## config.mk

```make
export PLATFORM = sky130hd
export DESIGN_NAME = nand_seq_gen
export DESIGN_NICKNAME = d
export VERILOG_FILES = /design/src/rtl/nseq_pkg.sv /design/src/rtl/nseq_decode.sv /design/src/rtl/nseq_timer.sv /design/src/rtl/nseq_ce_ctrl.sv /design/src/rtl/nand_seq_gen.sv
export SDC_FILE = /design/constraint.sdc
export NUM_CORES = 1
export LEC_CHECK = 0
export BUFFER_PORTS_ARGS = -buffer_cell sky130_fd_sc_hd__buf_2
export CORE_ASPECT_RATIO = 0.6
export CORE_MARGIN = 2
export CORE_UTILIZATION = 40
export DETAILED_ROUTE_END_ITERATION = 8
export GPL_TIMING_DRIVEN = 0
export MAX_ROUTING_LAYER = met4
export SYNTH_ARGS = -nofsm -noshare
export SYNTH_HDL_FRONTEND = slang
export SYNTH_SLANG_ARGS = --single-unit
```

## constraint.sdc

```tcl
create_clock -name clk -period 2.71 [get_ports clk]
set_input_delay 0.1355 -clock clk [delete_from_list [all_inputs] [get_ports clk]]
set_output_delay 0.1355 -clock clk [all_outputs]
set_load 0.1 [all_outputs]
```

## src/rtl/nseq_pkg.sv

```systemverilog
package nseq_pkg;

  typedef enum logic [2:0] {
    W_NONE, W_WB, W_ADL, W_WHR, W_CCS, W_FEAT, W_VDLY
  } wsel_e;

  typedef enum logic [1:0] {
    SL_PRE, SL_ADDR, SL_POST
  } slot_e;

  typedef enum logic [2:0] {
    S_IDLE, S_LO, S_HI, S_WAIT, S_DONE
  } st_e;

  typedef struct packed {
    logic       ok;
    logic       pre_en;
    logic [7:0] pre_op;
    logic [2:0] n_addr;
    logic       post_en;
    logic [7:0] post_op;
    wsel_e      wsel;
  } plan_t;

  localparam logic [5:0] IT_CMD    = 6'd0;
  localparam logic [5:0] IT_ADDR   = 6'd1;
  localparam logic [5:0] IT_READ   = 6'd3;
  localparam logic [5:0] IT_WRITE  = 6'd4;
  localparam logic [5:0] IT_RESET  = 6'd5;
  localparam logic [5:0] IT_ERASE  = 6'd6;
  localparam logic [5:0] IT_STAT   = 6'd7;
  localparam logic [5:0] IT_COLRD  = 6'd12;
  localparam logic [5:0] IT_VOLSEL = 6'd21;
  localparam logic [5:0] IT_SETF   = 6'd23;
  localparam logic [5:0] IT_GETF   = 6'd24;
  localparam logic [5:0] IT_RDID   = 6'd27;

endpackage

```

## src/rtl/nseq_decode.sv

```systemverilog
module nseq_decode
  import nseq_pkg::*;
(
  input  logic [5:0] ity_i,
  input  logic       twb_i,
  input  logic       alt_i,
  input  logic [2:0] nf_i,
  input  logic [7:0] op0_i,
  output plan_t      plan_o
);

  logic [2:0] n1;

  function automatic logic in_rng(input logic [2:0] v, input logic [2:0] lo, input logic [2:0] hi);
    return (v >= lo) && (v <= hi);
  endfunction

  assign n1 = nf_i + 3'd1;

  always_comb begin
    plan_o      = '0;
    plan_o.wsel = W_NONE;
    unique case (ity_i)
      IT_CMD: begin
        plan_o.ok     = 1'b1;
        plan_o.pre_en = 1'b1;
        plan_o.pre_op = op0_i;
        plan_o.wsel   = twb_i ? W_WB : W_NONE;
      end
      IT_ADDR: begin
        plan_o.ok     = in_rng(nf_i, 3'd0, 3'd5);
        plan_o.n_addr = n1;
        plan_o.wsel   = twb_i ? W_WB : W_NONE;
      end
      IT_READ: begin
        plan_o.ok      = in_rng(nf_i, 3'd3, 3'd5);
        plan_o.pre_en  = 1'b1;
        plan_o.pre_op  = 8'h00;
        plan_o.n_addr  = n1;
        plan_o.post_en = 1'b1;
        plan_o.post_op = 8'h30;
        plan_o.wsel    = W_WB;
      end
      IT_WRITE: begin
        plan_o.ok     = in_rng(nf_i, 3'd3, 3'd5);
        plan_o.pre_en = 1'b1;
        plan_o.pre_op = alt_i ? 8'h81 : 8'h80;
        plan_o.n_addr = n1;
        plan_o.wsel   = W_ADL;
      end
      IT_RESET: begin
        plan_o.ok     = 1'b1;
        plan_o.pre_en = 1'b1;
        plan_o.pre_op = 8'hFF;
        plan_o.wsel   = W_FEAT;
      end
      IT_ERASE: begin
        plan_o.ok      = in_rng(nf_i, 3'd1, 3'd3);
        plan_o.pre_en  = 1'b1;
        plan_o.pre_op  = 8'h60;
        plan_o.n_addr  = n1;
        plan_o.post_en = 1'b1;
        plan_o.post_op = 8'hD0;
        plan_o.wsel    = W_WB;
      end
      IT_STAT: begin
        plan_o.ok     = 1'b1;
        plan_o.pre_en = 1'b1;
        plan_o.pre_op = !alt_i ? 8'h70 : (nf_i[0] ? 8'hF2 : 8'hF1);
        plan_o.wsel   = W_WHR;
      end
      IT_COLRD: begin
        plan_o.ok      = alt_i ? in_rng(nf_i, 3'd3, 3'd5) : 1'b1;
        plan_o.pre_en  = 1'b1;
        plan_o.pre_op  = 8'h05;
        plan_o.n_addr  = alt_i ? n1 : 3'd2;
        plan_o.post_en = 1'b1;
        plan_o.post_op = 8'hE0;
        plan_o.wsel    = W_CCS;
      end
      IT_VOLSEL, IT_SETF, IT_GETF, IT_RDID: begin
        plan_o.ok     = 1'b1;
        plan_o.pre_en = 1'b1;
        plan_o.n_addr = 3'd1;
        unique case (ity_i)
          IT_VOLSEL: begin plan_o.pre_op = 8'hE1; plan_o.wsel = W_VDLY; end
          IT_SETF:   begin plan_o.pre_op = 8'hEF; plan_o.wsel = W_ADL;  end
          IT_GETF:   begin plan_o.pre_op = 8'hEE; plan_o.wsel = W_WB;   end
          default:   begin plan_o.pre_op = 8'h90; plan_o.wsel = W_WHR;  end
        endcase
      end
      default: plan_o.ok = 1'b0;
    endcase
  end

endmodule

```

## src/rtl/nseq_timer.sv

```systemverilog
module nseq_timer #(
  parameter int CNT_W = 8
) (
  input  logic             clk,
  input  logic             rst_n,
  input  logic             load_i,
  input  logic [CNT_W-1:0] val_i,
  output logic             zero_o
);

  logic [CNT_W-1:0] cnt_q, cnt_d;

  always_comb begin
    cnt_d = cnt_q;
    if (load_i)              cnt_d = val_i;
    else if (cnt_q != '0)    cnt_d = cnt_q - CNT_W'(1);
  end

  always_ff @(posedge clk or negedge rst_n) begin
    if (!rst_n) cnt_q <= '0;
    else        cnt_q <= cnt_d;
  end

  assign zero_o = (cnt_q == '0);

  // an idle counter stays at its floor until reloaded
  a_r2_timer_floor: assert property (@(posedge clk) disable iff (!rst_n)
    (zero_o && !load_i) |=> zero_o);

endmodule

```

## src/rtl/nseq_ce_ctrl.sv

```systemverilog
module nseq_ce_ctrl #(
  parameter int NUM_CHIPS = 4
) (
  input  logic                 clk,
  input  logic                 rst_n,
  input  logic                 claim_i,
  input  logic [2:0]           chip_i,
  input  logic                 hold_i,
  input  logic                 finish_i,
  output logic [NUM_CHIPS-1:0] ce_n_o
);

  logic       act_q, act_d;
  logic       hold_q;
  logic [2:0] chip_q;

  always_comb begin
    act_d = act_q;
    if (claim_i)                 act_d = 1'b1;
    else if (finish_i && !hold_q) act_d = 1'b0;
  end

  always_ff @(posedge clk or negedge rst_n) begin
    if (!rst_n) begin
      act_q  <= 1'b0;
      hold_q <= 1'b0;
      chip_q <= '0;
    end else begin
      act_q <= act_d;
      if (claim_i) begin
        hold_q <= hold_i;
        chip_q <= chip_i;
      end
    end
  end

  for (genvar i = 0; i < NUM_CHIPS; i++) begin : g_ce
    assign ce_n_o[i] = ~(act_q && (chip_q == 3'(i)));
  end

  // never more than one chip selected
  a_r11_single_ce: assert property (@(posedge clk) disable iff (!rst_n)
    $onehot0(~ce_n_o));

  // a held chip enable survives the end of its sequence
  a_r12_hold_keeps: assert property (@(posedge clk) disable iff (!rst_n)
    (finish_i && hold_q) |=> $stable(ce_n_o));

endmodule

```

## src/rtl/nand_seq_gen.sv

```systemverilog
module nand_seq_gen
  import nseq_pkg::*;
#(
  parameter int NUM_CHIPS = 4,
  parameter int CNT_W     = 8
) (
  input  logic                 clk,
  input  logic                 rst_n,
  input  logic                 start_i,
  input  logic [63:0]          cmd_i,
  input  logic [CNT_W-1:0]     t_we_lo_i,
  input  logic [CNT_W-1:0]     t_we_hi_i,
  input  logic [CNT_W-1:0]     t_wb_i,
  input  logic [CNT_W-1:0]     t_adl_i,
  input  logic [CNT_W-1:0]     t_whr_i,
  input  logic [CNT_W-1:0]     t_ccs_i,
  input  logic [CNT_W-1:0]     t_feat_i,
  input  logic [CNT_W-1:0]     t_vdly_i,
  output logic [7:0]           dq_o,
  output logic                 cle_o,
  output logic                 ale_o,
  output logic                 we_n_o,
  output logic [NUM_CHIPS-1:0] ce_n_o,
  output logic                 done_o,
  output logic                 err_o
);

  localparam int ADDR_BYTES = 6;
  localparam int ADDR_W     = ADDR_BYTES * 8;

  // reset: asynchronous assert, synchronous release
  logic rst_meta_q, rst_sync_n;
  always_ff @(posedge clk or negedge rst_n) begin
    if (!rst_n) {rst_sync_n, rst_meta_q} <= 2'b00;
    else        {rst_sync_n, rst_meta_q} <= {rst_meta_q, 1'b1};
  end

  plan_t plan;
  logic  chip_ok, accept, acc_ok;
  logic  unused_bits;

  nseq_decode u_dec (
    .ity_i  (cmd_i[5:0]),
    .twb_i  (cmd_i[6]),
    .alt_i  (cmd_i[7]),
    .nf_i   (cmd_i[13:11]),
    .op0_i  (cmd_i[23:16]),
    .plan_o (plan)
  );

  assign unused_bits = cmd_i[14];
  assign chip_ok = (32'(cmd_i[10:8]) < NUM_CHIPS);

  st_e               st_q, st_d;
  slot_e             slot_q, slot_d;
  logic [2:0]        aidx_q, aidx_d;
  logic [7:0]        pre_op_q, post_op_q;
  logic [2:0]        n_addr_q;
  logic              post_en_q;
  wsel_e             wsel_q;
  logic [ADDR_W-1:0] addr_q;
  logic              err_q;

  assign accept = (st_q == S_IDLE) && start_i;
  assign acc_ok = accept && plan.ok && chip_ok;

  // timing selection
  logic [CNT_W-1:0] wait_len, lo_m1, hi_m1, wait_m1;
  always_comb begin
    unique case (wsel_q)
      W_WB:    wait_len = t_wb_i;
      W_ADL:   wait_len = t_adl_i;
      W_WHR:   wait_len = t_whr_i;
      W_CCS:   wait_len = t_ccs_i;
      W_FEAT:  wait_len = t_feat_i;
      W_VDLY:  wait_len = t_vdly_i;
      default: wait_len = '0;
    endcase
  end
  assign lo_m1   = (t_we_lo_i == '0) ? '0 : t_we_lo_i - CNT_W'(1);
  assign hi_m1   = (t_we_hi_i == '0) ? '0 : t_we_hi_i - CNT_W'(1);
  assign wait_m1 = wait_len - CNT_W'(1);

  logic             tm_load, tm_zero;
  logic [CNT_W-1:0] tm_val;

  nseq_timer #(.CNT_W(CNT_W)) u_tmr (
    .clk    (clk),
    .rst_n  (rst_sync_n),
    .load_i (tm_load),
    .val_i  (tm_val),
    .zero_o (tm_zero)
  );

  // slot successor
  slot_e      nxt_slot;
  logic [2:0] nxt_idx;
  logic       last_slot;
  always_comb begin
    nxt_slot  = slot_q;
    nxt_idx   = aidx_q;
    last_slot = 1'b0;
    unique case (slot_q)
      SL_PRE: begin
        if (n_addr_q != 3'd0) begin nxt_slot = SL_ADDR; nxt_idx = 3'd0; end
        else if (post_en_q)         nxt_slot = SL_POST;
        else                        last_slot = 1'b1;
      end
      SL_ADDR: begin
        if ((aidx_q + 3'd1) < n_addr_q) nxt_idx = aidx_q + 3'd1;
        else if (post_en_q)             nxt_slot = SL_POST;
        else                            last_slot = 1'b1;
      end
      default: last_slot = 1'b1;
    endcase
  end

  // next state
  always_comb begin
    st_d    = st_q;
    slot_d  = slot_q;
    aidx_d  = aidx_q;
    tm_load = 1'b0;
    tm_val  = '0;
    unique case (st_q)
      S_IDLE: if (accept) begin
        if (acc_ok) begin
          st_d    = S_LO;
          slot_d  = plan.pre_en ? SL_PRE : SL_ADDR;
          aidx_d  = 3'd0;
          tm_load = 1'b1;
          tm_val  = lo_m1;
        end else begin
          st_d = S_DONE;
        end
      end
      S_LO: if (tm_zero) begin
        st_d    = S_HI;
        tm_load = 1'b1;
        tm_val  = hi_m1;
      end
      S_HI: if (tm_zero) begin
        if (!last_slot) begin
          st_d    = S_LO;
          slot_d  = nxt_slot;
          aidx_d  = nxt_idx;
          tm_load = 1'b1;
          tm_val  = lo_m1;
        end else if (wait_len == '0) begin
          st_d = S_DONE;
        end else begin
          st_d    = S_WAIT;
          tm_load = 1'b1;
          tm_val  = wait_m1;
        end
      end
      S_WAIT: if (tm_zero) st_d = S_DONE;
      default: st_d = S_IDLE;
    endcase
  end

  // registers
  always_ff @(posedge clk or negedge rst_sync_n) begin
    if (!rst_sync_n) begin
      st_q      <= S_IDLE;
      slot_q    <= SL_PRE;
      aidx_q    <= '0;
      pre_op_q  <= '0;
      post_op_q <= '0;
      n_addr_q  <= '0;
      post_en_q <= 1'b0;
      wsel_q    <= W_NONE;
      addr_q    <= '0;
      err_q     <= 1'b0;
    end else begin
      st_q   <= st_d;
      slot_q <= slot_d;
      aidx_q <= aidx_d;
      if (accept) begin
        pre_op_q  <= plan.pre_op;
        post_op_q <= plan.post_op;
        n_addr_q  <= plan.n_addr;
        post_en_q <= plan.post_en;
        wsel_q    <= plan.wsel;
        addr_q    <= cmd_i[63:16];
        err_q     <= !(plan.ok && chip_ok);
      end
    end
  end

  // chip enables
  nseq_ce_ctrl #(.NUM_CHIPS(NUM_CHIPS)) u_ce (
    .clk      (clk),
    .rst_n    (rst_sync_n),
    .claim_i  (acc_ok),
    .chip_i   (cmd_i[10:8]),
    .hold_i   (cmd_i[15]),
    .finish_i ((st_q == S_DONE) && !err_q),
    .ce_n_o   (ce_n_o)
  );

  // bus outputs
  logic [7:0] addr_byte, cur_byte;
  logic       bus_on;
  always_comb begin
    addr_byte = '0;
    for (int i = 0; i < ADDR_BYTES; i++)
      if (aidx_q == 3'(i)) addr_byte = addr_q[i*8 +: 8];
  end
  always_comb begin
    unique case (slot_q)
      SL_PRE:  cur_byte = pre_op_q;
      SL_POST: cur_byte = post_op_q;
      default: cur_byte = addr_byte;
    endcase
  end

  assign bus_on = (st_q == S_LO) || (st_q == S_HI);
  assign we_n_o = (st_q != S_LO);
  assign cle_o  = bus_on && (slot_q != SL_ADDR);
  assign ale_o  = bus_on && (slot_q == SL_ADDR);
  assign dq_o   = bus_on ? cur_byte : 8'h00;
  assign done_o = (st_q == S_DONE);
  assign err_o  = done_o && err_q;

  // byte and latch strobe steady across the write-enable rising edge
  a_r2_byte_steady: assert property (@(posedge clk) disable iff (!rst_sync_n)
    $rose(we_n_o) |-> ($stable(dq_o) && $stable(ale_o) && (cle_o || ale_o)));

  // command and address latch never together
  a_r2_latch_excl: assert property (@(posedge clk) disable iff (!rst_sync_n)
    !(cle_o && ale_o));

  // completion is a single-clock pulse
  a_r10_done_pulse: assert property (@(posedge clk) disable iff (!rst_sync_n)
    done_o |=> !done_o);

  // a rejected command finishes in the next clock without a strobe
  a_r13_reject_fast: assert property (@(posedge clk) disable iff (!rst_sync_n)
    ((st_q == S_IDLE) && start_i && !(plan.ok && chip_ok)) |=> (done_o && err_o && we_n_o));

  // captured command untouched while busy
  a_r14_capture_held: assert property (@(posedge clk) disable iff (!rst_sync_n)
    (st_q != S_IDLE) |=> $stable(addr_q));

endmodule

```

---- Yosys cells after proc, flatten, opt, wreduce, memory -nomap -nowiden ----
Cells that the tools add are included.
storage, ports and cells
  register bits after elaboration ......... 95
  input port bits ......................... 131
  output and inout port bits .............. 17
  word-level logic and storage cells ...... 191
cells by class
  add/sub/neg operators ................... 6
  order comparisons ....................... 7
  equal/unequal tests ..................... 43
  mux-type cells .......................... 72
  bitwise gates (word level) .............. 4
  reductions and logical operators ........ 43
operator list
  operator               count
  $mux W8                18
  $pmux W9 S8            1
  $pmux W8 S6            1
  $mux W3                14
  $logic_not A8 Y1       4
  $sub A8 B1 Y8 const B  4
  $pmux W9 S3            1
  $eq A3 B2 Y1 const B   8
  $eq A6 B3 Y1 const B   4
  $eq A6 B5 Y1 const B   4
  $pmux W8 S3            1
  $pmux W3 S7            1
  $pmux W7 S3            1
  $eq A3 B3 Y1 const B   6
  $pmux W3 S3            2
  $logic_and A1 B1 Y1    16
  $mux W2                8
  $pmux W8 S2            1
  $mux W1                15
  $eq A3 B1 Y1 const B   4
  $ne A2 B2 Y1 const B   6
  $pmux W3 S2            2
  $pmux W3 S4            1
  $logic_not A3 Y1       3
  33 further kinds       49

---- Logic depth before layout (Yosys ltp) ----
Gate-level depths: netlist (run 1).
  depth after elaboration ................. 10
  gate-level depth with buffers ........... 12
  gate-level depth less buffers ........... 11

---- Hierarchy ----
A second synthesis (run 1) with hierarchy kept.
second synthesis, totals
  cells, all modules ...................... 695
  area, all modules ....................... 6612.6 um^2
by module, submodules not included
  module        times used  cells each  area an instance (um^2)  sequential area each (um^2)
  nand_seq_gen  1           500         5097.4                   2052.0
  nseq_decode   1           124         795.8                    0.0
  nseq_timer    1           56          494.2                    200.2
  nseq_ce_ctrl  1           15          225.2                    125.1

---- Worst setup path after synthesis (run 1) ----
No wires, ideal clock.
  path type ............................... register to output
  start point ............................. register aidx_q[0]
  end point ............................... output dq_o[5]
  arrival ................................. 4091 ps
  required time ........................... 2575 ps
  slack ................................... -1516 ps
  cell stages (with the launch flop) ...... 12
  path buffers ............................ 2
  cell sequence ........................... dfrtp_1 inv_1 ha_1 clkbuf_1 nor2b_1 clkbuf_1 a221oi_1 o31ai_1 nand2_1 o2111ai_1 o21ai_0 a211oi_1
between the ends
  longest elaborated chain between the ends .. 9
  elaborated cells between the ends (all ways) .. 14
  classes of those cells .................. eq/ne (5); mux (8); reduce/logical (1)
RTL lines
  element                   line                 RTL
  start: declaration        nand_seq_gen.sv:56   logic [2:0] aidx_q, aidx_d;
  start signal: assignment  nand_seq_gen.sv:178  aidx_q <= aidx_d;
  $logic_not A3 Y1          nand_seq_gen.sv:208  if (aidx_q == 3'(i)) addr_byte = addr_q[i*8 +: 8];
  $mux W8 (5 in series)     nand_seq_gen.sv:208
  $mux W8 *                 nand_seq_gen.sv:208
  $pmux W8 S2 *             nand_seq_gen.sv:211  unique case (slot_q)
  $mux W8 *                 nand_seq_gen.sv:222  assign dq_o = bus_on ? cur_byte : 8'h00;
  end: declaration          nand_seq_gen.sv:19   output logic [7:0] dq_o,
Mark *: on every way between the ends. The rest lies on a longest branch, timed or not.

---- Final worst setup path (run 1) ----
  start point ............................. register aidx_q[0]
  end point ............................... output dq_o[4]
The elaborated chain is that of the path after synthesis.

==> impl_metrics.csv, run 1 <==
group,metric,value,unit
power_and_ir_drop,pwr-share-seq,30.9,%
cells_and_area,drive_gt1_share,29.3,%
place,gp_congestion,0.926,
clocking,clk_latency,350,ps
timing,post-route-period-util,103,%
clocking,clockBufferDepth,2,
global_routing,grt-ovfl-total,0,
timing,finalHoldViolCount,0,
cells_and_area,regMostFlops,"addr_q",
power_and_ir_drop,swShare,46.8,%
floorplan,start_util,41.6,%
power_and_ir_drop,intPower,4.14,mW
place,dpl.hpwl,15200,µm
yosys,synth_cell_types,64,
critical_path,end_kind,"output pin",
cells_and_area,fillerInstances,1346,
global_routing,grt_max_degree,54,
clocking,root_buffer,"clkbuf_16",
critical_path,crit_type,"reg2out",
timing,fin_crit,2780,ps
global_routing,grt_antenna_before_repair,0,
yosys,netlist_area,6130,µm²
timing,hold_slack,6.65,ps
power_and_ir_drop,finalPower,7.78,mW
cells_and_area,largest_registers,"addr_q x48, pre_op_q x8, u_tmr.cnt_q x8",
timing,slew_viol_final,0,
route,drc,0,
cells_and_area,syn2layout_area_growth,42.5,%
status,violations,"negative setup slack",
critical_path,cp.arrival,2640,ps
timing,skew,9.69,ps
route,ant_nets,0,
clocking,cts_made_buffers,9,
route,vias,6488,
place,io_buffers,146,
yosys,syn-num-nets,929,
yosys,ys_ff_latch,90,
power_and_ir_drop,p_per_area,891,nW/µm²
yosys,synth_edf_count,0,
route,drt_wl_total,20800,µm
global_routing,grt_pass1_wl,31900,µm
yosys,yosys_warnings,0,
critical_path,start_kind,"flip-flop",
timing,maxSlewHeadroom,49.6,%
timing,finalSetupViolCount,5,
yosys,synth_area_per_cell,7.84,µm²
flow_run,drv_cap,0,
clocking,cts_tree,"built",
cells_and_area,largest_reg_flops,48,
floorplan,ios,148,
timing,fin_tns_setup,-217,ps
power_and_ir_drop,ir_drop,0.931,mV
status,status,"finished, violations left",
power_and_ir_drop,p_sw,3.64,mW
timing,tightest_slew,756,ps
critical_path,crit_required,2570,ps
cells_and_area,final_cell_mix,"nand2_1 (221), buf_2 (142), dfrtp_1 (86)",
power_and_ir_drop,comb_power_share,53.3,%
hold_path,holdCritPathClass,"in2reg",
timing,layout_setup_ws,-70.2,ps
global_routing,grt_pass1_vias,6073,
global_routing,grtUsageTotal,25.8,%
timing,fmax,0.360,GHz
power_and_ir_drop,p_leak,3.92,nW
floorplan,core,14700,µm²
route,vias_per_cell,5.41,
cells_and_area,diodes,0,
critical_path,crit_fanout,8,
clocking,clk_pin_slew,70,ps
floorplan,die_h,99.9,µm
yosys,ys.flop_type,"dfrtp_1",
clocking,htreeDepth,3,
yosys,postSynth.asyncResetShare,100,%
floorplan,rows,34,
clocking,cts_num_sinks,90,
floorplan,fp.dieW,164,µm
route,drt-pass1-iter-count,7,
power_and_ir_drop,clock_power_share,15.8,%
cells_and_area,mostFrequentLayoutCell,"nand2_1",
yosys,synthCells,781,
cells_and_area,nets,1145,
yosys,seq_area_frac_synth,36.8,%
timing,rsz0062_at_grt,"yes",
floorplan,die-area,16400,µm²
route,wl_per_cell,17.3,µm
route,drtIter0Drc,599,
routing by layer:
layer	part of all wire, %	GRT usage, %
met1	52	41.4
met2	39	33.8
met3	7.4	4.13
met4	0.94	4.05
met5	0	-
cell type report:
type | count | area [µm²] | share of cell area [%]
tap | 198 | 248 | 2.84
multi-input combinational | 619 | 4130 | 47.3
timing repair buffer | 211 | 1490 | 17.1
inverter | 25 | 96.3 | 1.10
buffer | 41 | 224 | 2.56
sequential | 90 | 2260 | 25.9
clock buffer | 9 | 225 | 2.58
clock inverter | 7 | 58.8 | 0.673
synth_stat cells, types with 13 or more instances:
library cell	n	area, µm²
a21oi_1	26	130
a221oi_1	16	140
clkbuf_1	38	143
dfrtp_1	90	2250
ha_1	17	213
inv_1	25	93.8
nand2_1	225	845
nand3_1	13	65.1
nand3b_1	16	120
nor2_1	58	218
nor2b_1	22	138
nor3_1	13	65.1
o21ai_0	36	180
power by group through the flow:
stage,sequential (mW),combinational (mW),clock [mW]
floorplan,2.16,2.56,0
global placement,2.31,3.33,0
detailed placement,2.30,3.39,0
CTS,2.32,3.81,1.24
global route,2.47,4.50,1.30
finish,2.40,4.15,1.23
per-stage QoR:
| stage | utilization, % | instance area, µm² | cells | worst slack, ps |
|---|---|---|---|---|
| after floorplan | - | 6210 | 781 | -136 |
| after global placement | 48.8 | 7180 | 1125 | -1130 |
| after detailed placement | 49.1 | 7230 | 1127 | -587 |
| after CTS | 57.1 | 8410 | 1193 | -63.7 |
| after global routing | 59.3 | 8730 | 1200 | -169 |
| final | 59.3 | 8730 | 1200 | -70.2 |
critical path: stages (launching register included):
cell and delay (ps):
dfrtp_2 470, buf_4 170, ha_4 190, nor2b_4 140, buf_12 150, a221oi_4 80
o31ai_1 250, nand2_1 80, o2111ai_1 110, o21ai_1 150, a211oi_4 290, buf_12 210
path summary, 6_finish.rpt:
| path | startpoint | endpoint | slack, ps | cells after the start |
|---|---|---|---|---|
| worst max register to register | aidx_q[0] | u_tmr.cnt_q[7] | -30 | 12 |
| worst min-delay path | cmd_i[16] | addr_q[0] | 7 | 3 |
| max in group asynchronous | rst_sync_n | addr_q[7] | 1760 | 1 |
| worst min register to register | rst_sync_n | addr_q[46] | 300 | 0 |
| worst max-delay path | aidx_q[0] | dq_o[4] | -70 | 11 |
| min in group asynchronous | rst_n | rst_sync_n | 100 | 2 |
cells by family after synthesis:
logic type / synth area share (%)
AOI/OAI and AO/OA: 18.7
xor gates and xnor gates: 3.29
adders and majority gates: 3.47
buffers and inverters: 4.66
DFF: 36.8
muxes: 3.55
other: 0.0612
and+or+nand+nor: 29.5
repair_timing:
item                                    in CTS  in global routing
gates cloned                                 0                  1
gates resized for setup                     98                 58
endpoints found under the setup margin      26                 25
buffers inserted                            16                  9
pin swaps                                   22                 33
hold buffers                                37                  0
endpoints found under the hold margin       38                  0
Note: power is estimated with default switching activity, not from simulation.
==> run 2, diff against run 1 <==
--- a/config.mk
+++ b/config.mk
@@ -5,13 +5,14 @@
 export SDC_FILE = /design/constraint.sdc
 export NUM_CORES = 1
 export LEC_CHECK = 0
-export BUFFER_PORTS_ARGS = -buffer_cell sky130_fd_sc_hd__buf_2
 export CORE_ASPECT_RATIO = 0.6
 export CORE_MARGIN = 2
 export CORE_UTILIZATION = 40
 export DETAILED_ROUTE_END_ITERATION = 8
+export DONT_BUFFER_PORTS = 1
 export GPL_TIMING_DRIVEN = 0
 export MAX_ROUTING_LAYER = met4
+export REMOVE_ABC_BUFFERS = 1
 export SYNTH_ARGS = -nofsm -noshare
 export SYNTH_HDL_FRONTEND = slang
 export SYNTH_SLANG_ARGS = --single-unit
==> run 2 against run 1 <==
Net effect: the run still ends with negative setup slack left; core utilization shrank 5.5 points; global-route usage shrank 1.3 points; maximum frequency shrank 8.5%; die area is the same; sequential share of layout area grew 2.7 points; cell area shrank 9.3%; non-clock buffer count shrank 158; cell count shrank 13%; register-to-register slack lost 230 ps; clock power grew 3%; routed wire length shrank 7.4%; critical path type unchanged; largest power group unchanged.
==> impl_metrics.csv, run 2 (synthesis gave the netlist of run 1 again) <==
group,metric,value,unit
status,status,"finished, violations left",
status,violations,"negative setup slack",
global_routing,grtUsageTotal,24.5,%
place,gp_congestion,0.884,
timing,fin_tns_setup,-4770,ps
global_routing,grt-ovfl-total,0,
global_routing,grt_pass1_wl,30100,µm
cells_and_area,final_cell_mix,"nand2_1 (224), dfrtp_1 (84), dlygate4sd3_1 (56)",
cells_and_area,largest_reg_flops,48,
route,vias_per_cell,5.70,
timing,rsz0062_at_grt,"yes",
cells_and_area,largest_registers,"addr_q x48, pre_op_q x8, u_tmr.cnt_q x8",
critical_path,max_stage_delay,980,ps
hold_path,min_path_cells,2,
place,io_buffers,0,
clocking,cts_made_buffers,9,
route,drt_wl_total,19300,µm
floorplan,die_h,99.9,µm
clocking,htreeDepth,3,
cells_and_area,syn2layout_area_growth,29.3,%
timing,finalSetupViolCount,23,
power_and_ir_drop,swShare,45.7,%
floorplan,fp.dieW,164,µm
timing,fmax,0.329,GHz
hold_path,min_to,"wsel_q[0]",
cells_and_area,drive_gt1_share,15.8,%
power_and_ir_drop,p_leak,3.32,nW
route,wl_per_cell,18.5,µm
floorplan,start_util,41.6,%
clocking,cts_num_sinks,90,
cells_and_area,diodes,0,
critical_path,crit_fanout,4,
cells_and_area,nets,987,
hold_path,holdCritPathClass,"in2reg",
critical_path,crit_type,"reg2out",
flow_run,drv_cap,0,
timing,maxSlewHeadroom,19.7,%
timing,slew_viol_final,0,
critical_path,crit_required,2570,ps
critical_path,start_kind,"flip-flop",
timing,finalHoldViolCount,0,
critical_path,cp.arrival,2900,ps
timing,layout_setup_ws,-328,ps
global_routing,grt_antenna_before_repair,0,
floorplan,ios,148,
power_and_ir_drop,pwr-share-seq,33.3,%
critical_path,ff2ff_path_depth,13,
power_and_ir_drop,p_per_area,944,nW/µm²
timing,skew,7.54,ps
route,ant_nets,0,
timing,fin_crit,3040,ps
route,drtIter0Drc,516,
critical_path,crit_path_cell_trace,"inv_4 > ha_4 > nor2b_4 > buf_12 > a221oi_4 > o31ai_1 > nand2_1 > o2111ai_2 > o21ai_2 > a211oi_4",
timing,tightest_slew,1200,ps
critical_path,r2r_setup_slack,-260,ps
route,drc,0,
place,placed_cell_area,6380,µm²
power_and_ir_drop,finalPower,7.48,mW
floorplan,die-area,16400,µm²
floorplan,core,14700,µm²
critical_path,end_kind,"output pin",
critical_path,slowest_stage,"a211oi_4",
cells_and_area,mostFrequentLayoutCell,"nand2_1",
place,dpl.hpwl,13500,µm
clocking,clk_latency,350,ps
hold_path,hold_start,"cmd_i[6]",
power_and_ir_drop,intPower,4.06,mW
critical_path,reg2reg_to,"u_tmr.cnt_q[0]",
power_and_ir_drop,ir_drop,0.690,mV
power_and_ir_drop,comb_power_share,49.7,%
power_and_ir_drop,clock_power_share,17.0,%
global_routing,grt_pass1_vias,5633,
cells_and_area,fillerInstances,1318,
clocking,root_buffer,"clkbuf_16",
global_routing,grt_max_degree,65,
floorplan,rows,34,
route,drt-pass1-iter-count,5,
place,post-place-ws,-889,ps
power_and_ir_drop,p_sw,3.42,mW
cells_and_area,regMostFlops,"addr_q",
critical_path,reg2reg_from,"aidx_q[1]",
clocking,clk_pin_slew,70,ps
cells_and_area,fin_area,7920,µm²
timing,post-route-period-util,112,%
clocking,cts_tree,"built",
route,vias,5942,
clocking,clockBufferDepth,2,
cells_and_area,finish.utilization,53.8,%
[run 2: worst max path at each step]
stage	to	from	slack [ps]
finish	dq_o[4]	aidx_q[0]	-330
global placement	pre_op_q[1]	st_q[2]	-6140
CTS	dq_o[4]	aidx_q[0]	-300
global route	dq_o[6]	aidx_q[0]	-430
detailed placement	u_tmr.cnt_q[7]	aidx_q[2]	-890
floorplan	pre_op_q[1]	st_q[2]	-2990
[run 2: area by class of cell]
cell class	instances	area, µm²	area share (%)
flip-flops and latches	90	2270	28.6
well taps	198	248	3.13
multi-input cells	619	4080	51.5
clock inverters	7	76.3	0.963
inverters	25	96.3	1.22
repair buffers	94	932	11.8
clock buffers	9	225	2.84
[run 2: power by group through the flow]
stage                     logic [mW]  clock network (mW)  registers (mW)
after floorplan                 2.28                   0            2.27
after global placement          2.69                   0            2.31
after detailed placement        3.01                   0            2.44
after CTS                       3.52                1.30            2.45
after global routing            4.04                1.36            2.58
final                           3.72                1.27            2.49
[run 2: metal layers]
metal	track usage [%]	share of wire (%)	vias up
met5	-	0	-
met4	5.80	1.4	0
met3	6.03	8.1	28
met2	33.3	40	243
met1	36.3	50	2825
li1	-	-	2846
[run 2: stage by stage]
stage	hold slack (ps)	instances
final	5.14	1042
after global routing	1.21	1042
after CTS	0.468	1038
after detailed placement	-160	941
after global placement	-160	932
after floorplan	-160	734
[run 2: repair_timing]
item                                   CTS  global route
endpoints found under the hold margin   59             0
pin swaps                               27            25
cloned                                   0             0
gates resized for setup                 70            31
setup endpoints to repair               26            26
hold buffers                            56             0
buffers inserted                        25             4
[run 2: worst max-delay path, delay by kind of cell, from the launching register on]
kind / cells / cell delay [ps]
buffers and inverters: 2 / 220
adder cells (fa/ha/maj): 1 / 130
AO/OA/AOI/OAI: 5 / 1460
AND/OR/NAND/NOR: 2 / 260
flip-flops: 1 / 460
